File: config.mk
export PLATFORM = sky130hd
export DESIGN_NAME = credit_lat_port
export DESIGN_NICKNAME = d
export VERILOG_FILES = /design/src/rtl/clp_pkg.sv /design/src/rtl/clp_lat_stage.sv /design/src/rtl/clp_prod_side.sv /design/src/rtl/clp_cons_side.sv /design/src/rtl/credit_lat_port.sv
export SDC_FILE = /design/constraint.sdc
export NUM_CORES = 1
export LEC_CHECK = 0
export ABC_AREA = 0
export CAP_MARGIN = 20
export CORE_ASPECT_RATIO = 0.75
export CORE_MARGIN = 5
export CORE_UTILIZATION = 45
export CTS_CLUSTER_DIAMETER = 200
export DETAILED_ROUTE_END_ITERATION = 6
export GPL_TIMING_DRIVEN = 1
export PLACE_DENSITY_LB_ADDON = 0.05
export SETUP_SLACK_MARGIN = 0.5
export SLEW_MARGIN = 20
export SYNTH_ARGS = -nofsm -noshare
export SYNTH_HDL_FRONTEND = slang
export SYNTH_SLANG_ARGS = --single-unit
export TNS_END_PERCENT = 1
File: constraint.sdc
create_clock -name clk -period 5.52 [get_ports clk]
set_clock_uncertainty 0.2 [all_clocks]
set_input_delay 0.828 -clock clk [delete_from_list [all_inputs] [get_ports clk]]
set_output_delay 0.828 -clock clk [all_outputs]
set_load 0.02 [all_outputs]
File: src/rtl/clp_pkg.sv
package clp_pkg;

    typedef enum logic {
        SIDE_OPEN   = 1'b0,
        SIDE_CLOSED = 1'b1
    } side_state_e;

endpackage

File: src/rtl/clp_lat_stage.sv
module clp_lat_stage #(
    parameter int LAT = 1,
    parameter int W   = 8
) (
    input  logic         clk,
    input  logic         rst_n,
    input  logic         adv,
    input  logic [W-1:0] d,
    output logic [W-1:0] q
);

    generate
        if (LAT == 0) begin : g_through
            assign q = d;
        end else begin : g_reg
            logic [W-1:0] stage_q;

            always_ff @(posedge clk) begin
                if (!rst_n) begin
                    stage_q <= '0;
                end else if (adv) begin
                    stage_q <= d;
                end
            end

            assign q = stage_q;
        end
    endgenerate

endmodule

File: src/rtl/clp_prod_side.sv
module clp_prod_side
    import clp_pkg::*;
#(
    parameter int DATA_W       = 8,
    parameter int INIT_CREDITS = 4,
    parameter int CRED_W       = 3
) (
    input  logic              clk,
    input  logic              rst_n,
    input  logic              enq,
    input  logic              enq_valid,
    input  logic [DATA_W-1:0] enq_data,
    input  logic              pass,
    input  logic              advance,
    input  logic [CRED_W-1:0] cred_in,
    output logic              can_send,
    output logic [CRED_W-1:0] credits,
    output logic              fin,
    output logic              closed,
    output logic              cur_valid,
    output logic [DATA_W-1:0] cur_data
);

    side_state_e       state_q, state_nx;
    logic              held_v;
    logic [DATA_W-1:0] held_d;
    logic              closing;
    logic              sent;
    logic [CRED_W:0]   cred_sum;

    assign closing = (state_q == SIDE_OPEN) && (enq || pass);
    assign sent    = (state_q == SIDE_OPEN) && enq && enq_valid;

    // next-state logic
    always_comb begin
        state_nx = state_q;
        unique case (state_q)
            SIDE_OPEN: begin
                if (advance) begin
                    state_nx = SIDE_OPEN;          // close and advance together
                end else if (enq || pass) begin
                    state_nx = SIDE_CLOSED;        // close
                end
            end
            SIDE_CLOSED: begin
                if (advance) begin
                    state_nx = SIDE_OPEN;          // advance
                end
            end
            default: state_nx = SIDE_OPEN;
        endcase
    end

    // state register
    always_ff @(posedge clk) begin
        if (!rst_n) begin
            state_q <= SIDE_OPEN;
        end else begin
            state_q <= state_nx;
        end
    end

    // message held from the close until the advance
    always_ff @(posedge clk) begin
        if (!rst_n) begin
            held_v <= 1'b0;
            held_d <= '0;
        end else if (closing) begin
            held_v <= enq && enq_valid;
            held_d <= enq_data;
        end
    end

    // credit counter
    always_comb begin
        cred_sum = {1'b0, credits}
                 + (advance ? {1'b0, cred_in} : '0)
                 - (CRED_W + 1)'(sent);
    end

    always_ff @(posedge clk) begin
        if (!rst_n) begin
            credits <= CRED_W'(INIT_CREDITS);
        end else begin
            credits <= cred_sum[CRED_W-1:0];
        end
    end

    // outputs
    always_comb begin
        can_send  = 1'b0;
        fin       = 1'b0;
        closed    = 1'b0;
        cur_valid = 1'b0;
        cur_data  = enq_data;
        unique case (state_q)
            SIDE_OPEN: begin
                can_send  = (credits != '0);
                fin       = enq || pass;
                cur_valid = enq && enq_valid;
                cur_data  = enq_data;
            end
            SIDE_CLOSED: begin
                fin       = 1'b1;
                closed    = 1'b1;
                cur_valid = held_v;
                cur_data  = held_d;
            end
            default: ;
        endcase
    end

endmodule

File: src/rtl/clp_cons_side.sv
module clp_cons_side
    import clp_pkg::*;
#(
    parameter int CRED_W = 3
) (
    input  logic              clk,
    input  logic              rst_n,
    input  logic              pop,
    input  logic              done,
    input  logic [CRED_W-1:0] done_cred,
    input  logic              advance,
    input  logic              vis_valid,
    output logic              can_recv,
    output logic              fin,
    output logic [CRED_W-1:0] cur_cred
);

    side_state_e       state_q, state_nx;
    logic              popped_q;
    logic [CRED_W-1:0] held_cred;

    // next-state logic
    always_comb begin
        state_nx = state_q;
        unique case (state_q)
            SIDE_OPEN: begin
                if (advance) begin
                    state_nx = SIDE_OPEN;          // close and advance together
                end else if (done) begin
                    state_nx = SIDE_CLOSED;        // close
                end
            end
            SIDE_CLOSED: begin
                if (advance) begin
                    state_nx = SIDE_OPEN;          // advance
                end
            end
            default: state_nx = SIDE_OPEN;
        endcase
    end

    // state register
    always_ff @(posedge clk) begin
        if (!rst_n) begin
            state_q <= SIDE_OPEN;
        end else begin
            state_q <= state_nx;
        end
    end

    always_ff @(posedge clk) begin
        if (!rst_n) begin
            popped_q  <= 1'b0;
            held_cred <= '0;
        end else begin
            if (advance) begin
                popped_q <= 1'b0;
            end else if (can_recv && pop) begin
                popped_q <= 1'b1;
            end
            if ((state_q == SIDE_OPEN) && done) begin
                held_cred <= done_cred;
            end
        end
    end

    // outputs
    always_comb begin
        can_recv = 1'b0;
        fin      = 1'b0;
        cur_cred = '0;
        unique case (state_q)
            SIDE_OPEN: begin
                can_recv = vis_valid && !popped_q;
                fin      = done;
                cur_cred = done ? done_cred : '0;
            end
            SIDE_CLOSED: begin
                fin      = 1'b1;
                cur_cred = held_cred;
            end
            default: ;
        endcase
    end

endmodule

File: src/rtl/credit_lat_port.sv
module credit_lat_port #(
    parameter int DATA_W       = 8,
    parameter int INIT_CREDITS = 4,
    parameter int DATA_LAT     = 1,
    parameter int CRED_LAT     = 1,
    parameter int CYC_W        = 16,
    localparam int CRED_W      = $clog2(INIT_CREDITS + 1),
    localparam int MSG_W       = DATA_W + 1
) (
    input  logic              clk,
    input  logic              rst_n,
    input  logic              prod_enq,
    input  logic              prod_enq_valid,
    input  logic [DATA_W-1:0] prod_enq_data,
    input  logic              prod_pass,
    output logic              prod_can_send,
    output logic [CRED_W-1:0] prod_credits,
    output logic              cons_can_recv,
    output logic [DATA_W-1:0] cons_data,
    input  logic              cons_pop,
    input  logic              cons_done,
    input  logic [CRED_W-1:0] cons_done_cred,
    output logic [CYC_W-1:0]  model_cycle
);

    logic              p_fin;
    logic              c_fin;
    logic              p_closed;
    logic              advance;
    logic              p_cur_valid;
    logic [DATA_W-1:0] p_cur_data;
    logic [MSG_W-1:0]  fwd_msg;
    logic [CRED_W-1:0] c_cur_cred;
    logic [CRED_W-1:0] back_cred;
    logic [CYC_W-1:0]  cyc_q;

    assign advance = p_fin && c_fin;

    clp_prod_side #(
        .DATA_W       (DATA_W),
        .INIT_CREDITS (INIT_CREDITS),
        .CRED_W       (CRED_W)
    ) u_prod (
        .clk       (clk),
        .rst_n     (rst_n),
        .enq       (prod_enq),
        .enq_valid (prod_enq_valid),
        .enq_data  (prod_enq_data),
        .pass      (prod_pass),
        .advance   (advance),
        .cred_in   (back_cred),
        .can_send  (prod_can_send),
        .credits   (prod_credits),
        .fin       (p_fin),
        .closed    (p_closed),
        .cur_valid (p_cur_valid),
        .cur_data  (p_cur_data)
    );

    clp_lat_stage #(
        .LAT (DATA_LAT),
        .W   (MSG_W)
    ) u_fwd_stage (
        .clk   (clk),
        .rst_n (rst_n),
        .adv   (advance),
        .d     ({p_cur_valid, p_cur_data}),
        .q     (fwd_msg)
    );

    clp_cons_side #(
        .CRED_W (CRED_W)
    ) u_cons (
        .clk       (clk),
        .rst_n     (rst_n),
        .pop       (cons_pop),
        .done      (cons_done),
        .done_cred (cons_done_cred),
        .advance   (advance),
        .vis_valid (fwd_msg[MSG_W-1]),
        .can_recv  (cons_can_recv),
        .fin       (c_fin),
        .cur_cred  (c_cur_cred)
    );

    clp_lat_stage #(
        .LAT (CRED_LAT),
        .W   (CRED_W)
    ) u_back_stage (
        .clk   (clk),
        .rst_n (rst_n),
        .adv   (advance),
        .d     (c_cur_cred),
        .q     (back_cred)
    );

    always_ff @(posedge clk) begin
        if (!rst_n) begin
            cyc_q <= '0;
        end else if (advance) begin
            cyc_q <= cyc_q + CYC_W'(1);
        end
    end

    assign cons_data   = fwd_msg[DATA_W-1:0];
    assign model_cycle = cyc_q;

endmodule

==> reports/metrics.yaml <==
ctsLongestPathBuffers: 2
grt_usage_pct: 15.9
regToRegSetupSlack_ns: 2.47
hold_depth: 2
critPathRequiredTime_ns: 5.50
synth_commonest_cells: "dfxtp_1 (46), nor2_1 (32), nand2_1 (25)"
fin_crit_ns: 3.25
clock.fmax_ghz: 0.308
top_layer: "met4"
wl_per_cell_um: 13.5
antenna_found_initial: 0
grt_pass1_wl_mm: 7.36
die_h_um: 67.7
core-area_sq_mm: 0.00439
ir_drop_uv: 167
period_share_pct: 58.9
hold_buffers: 0
wl_met3_um: 253
synth_top_area_cell: "dfxtp_1"
placed_cells: 315
clockRootBuffer: "clkbuf_8"
synth_seq_cells: 46
hpwl_mm: 3.21
synth_top_flop_cell: "dfxtp_1"
synth_top_area_share_pct: 46.1
cts_resized: 0
grt_max_degree: 37
drive_gt1_share_pct: 4.89
die-area_sq_mm: 0.00588
setup_viol: 0
syn-num-nets: 245
io_buffers: 46
rsz0062_at_grt: "false"
slew_viol_final: 0
power.density_mw_per_mm2: 291
final_core_util_pct: 59.2
cts_tree: "done"
syn_inst: 222
row_count: 21
holdWs_ns: 0.256
drt_iter0_drc: 79
synth.most_common_cell: "dfxtp_1"
num-fill-cells: 427
timing.setup.tns_ns: 0
syn_area_per_cell_sq_um: 8.99
num-nets-final: 288
syn_area_sq_mm: 0.00200
ff2ff_path_depth: 8
pin_count: 47
wl_met1_mm: 2.16
clk_latency_ns: 0.30
area_delta_synth_final_pct: 30.2
power_uw: 757
drc_errors: 0
hold_violations: 0
gr-total-overflow: 0
finalNonFillerCells: 323
clkSinkCount: 46
ys_seq_area_share_pct: 46.1
vias_per_cell: 5.19
num_vias: 1676
synth_cell_types: 38
grt_pass1_vias: 1575
holdCritStartpoint: "u_prod.held_d[4]"
htree_levels: 2
relSlewSlack_pct: 49.1
startpoint_type: "input port"
cts.clk_slew.worst_paths_ns: 0.08
place_congestion: 0.792
critical_path.max_fanout: 11
synth-edff-count: 0
r2r_start: "u_prod.state_q"
routed_wl_mm: 4.37
hold_class: "register to register"
crit_type: "input port to register"
min_delay_worst_endpoint: "u_prod.held_d[4]"
final_area_sq_mm: 0.00260
synth.area.top_cells: "dfxtp_1 (46%), mux2i_1 (6.5%), nor2_1 (6.0%)"
first_pass_iters: 4
cap_violations: 0
setup_ws_ns: 2.27
tightest_slew_ns: 0.762
critPathArrivalTime_ns: 3.23
die_w_um: 86.9
p_leak_nw: 0.932
post-place-ws_ns: 1.95
yosysWarnings: 0
postCtsSetupRepairBufs: 0
numCtsBuffers: 5
met2WireLength_mm: 1.89
endpoint_kind: "register"
ant_nets: 0
placed_area_sq_mm: 0.00249
synth_async_sr_flop_share_pct: 0
rr_endpoint: "u_prod.credits[2]"
start_util_pct: 45.5
status: "complete, no violations"
num_antenna_cells: 0
cells by family (layout without fill, tap and decap cells):
group,Yosys count,after routing,share of synthesized area (%)
multiplexers,13,13,6.52
AND/OR/NAND/NOR,90,90,21.6
buffers and inverters,19,63,4.01
AO/OA/AOI/OAI,36,36,12.5
adder cells (fa/ha/maj),5,5,3.51
XOR/XNOR,13,13,5.71
flip-flops,46,46,46.1
sequential cells by signal (all words and copies together), names as in the netlist:
register	cells
u_fwd_stage.q	9
u_cons.state_q	1
u_prod.held_v	1
u_back_stage.q	3
u_prod.credits	3
model_cycle	16
u_cons.held_cred	3
u_prod.held_d	8
u_prod.state_q	1
u_cons.popped_q	1
layout by cell type, fill, tap and decap left out, drive strengths merged, types with 5 or more instances in the layout:
| master | Yosys | routed |
|---|---|---|
| a211oi | 12 | 12 |
| a21oi | 13 | 13 |
| clkbuf | 10 | 6 |
| clkdlybuf4s50 | 0 | 46 |
| dfxtp | 46 | 46 |
| inv | 6 | 6 |
| mux2i | 13 | 13 |
| nand2 | 25 | 25 |
| nand4 | 6 | 6 |
| nor2 | 32 | 32 |
| nor4 | 5 | 5 |
| xnor2 | 9 | 9 |
routing by layer:
| layer | up-vias | track usage [%] |
|---|---|---|
| met3 | 8 | 4.51 |
| met2 | 38 | 23.6 |
| met4 | 0 | 6.03 |
| met1 | 767 | 21.9 |
| met5 | - | 0 |
| li1 | 863 | - |
how the worst max path moves through the flow:
stage / from / to / slack [ns] / cells past startpoint
6_report: cons_done / u_prod.credits[2] / 2.27 / 9
5_1_grt: cons_done / u_prod.credits[2] / 2.09 / 9
4_1_cts: cons_done / u_prod.credits[2] / 2.25 / 9
3_5_place_dp: cons_done / u_prod.credits[2] / 1.95 / 9
3_3_place_gp: cons_done / u_prod.credits[2] / 2.01 / 9
2_1_floorplan: prod_enq / u_prod.credits[2] / 2.54 / 9
worst max-delay path: stages:
cell             delay (ns)
clkdlybuf4s50_1        0.59
o32a_1                 0.42
nand2_1                0.10
ha_1                   0.31
fa_1                   0.45
xnor2_1                0.18
xnor2_1                0.15
xnor2_1                0.14
nand2_1                0.06
report_power, final:
group | switching [mW] | total, mW | internal (mW) | leakage [nW]
sequential | 0.0174 | 0.370 | 0.353 | 0.377
clock | 0.111 | 0.246 | 0.135 | 0.0514
combinational | 0.0698 | 0.140 | 0.0706 | 0.503
area by class of cell:
| type | instances | area, sq um | area share, % |
|---|---|---|---|
| multi-input combinational | 157 | 995 | 38.3 |
| clock inverter | 2 | 37.5 | 1.44 |
| clock buffer | 6 | 72.6 | 2.79 |
| sequential | 46 | 921 | 35.4 |
| tap | 57 | 71.3 | 2.74 |
| timing repair buffer | 48 | 475 | 18.3 |
| inverter | 7 | 26.3 | 1.01 |
No activity file was read; power rests on OpenSTA's default activity.
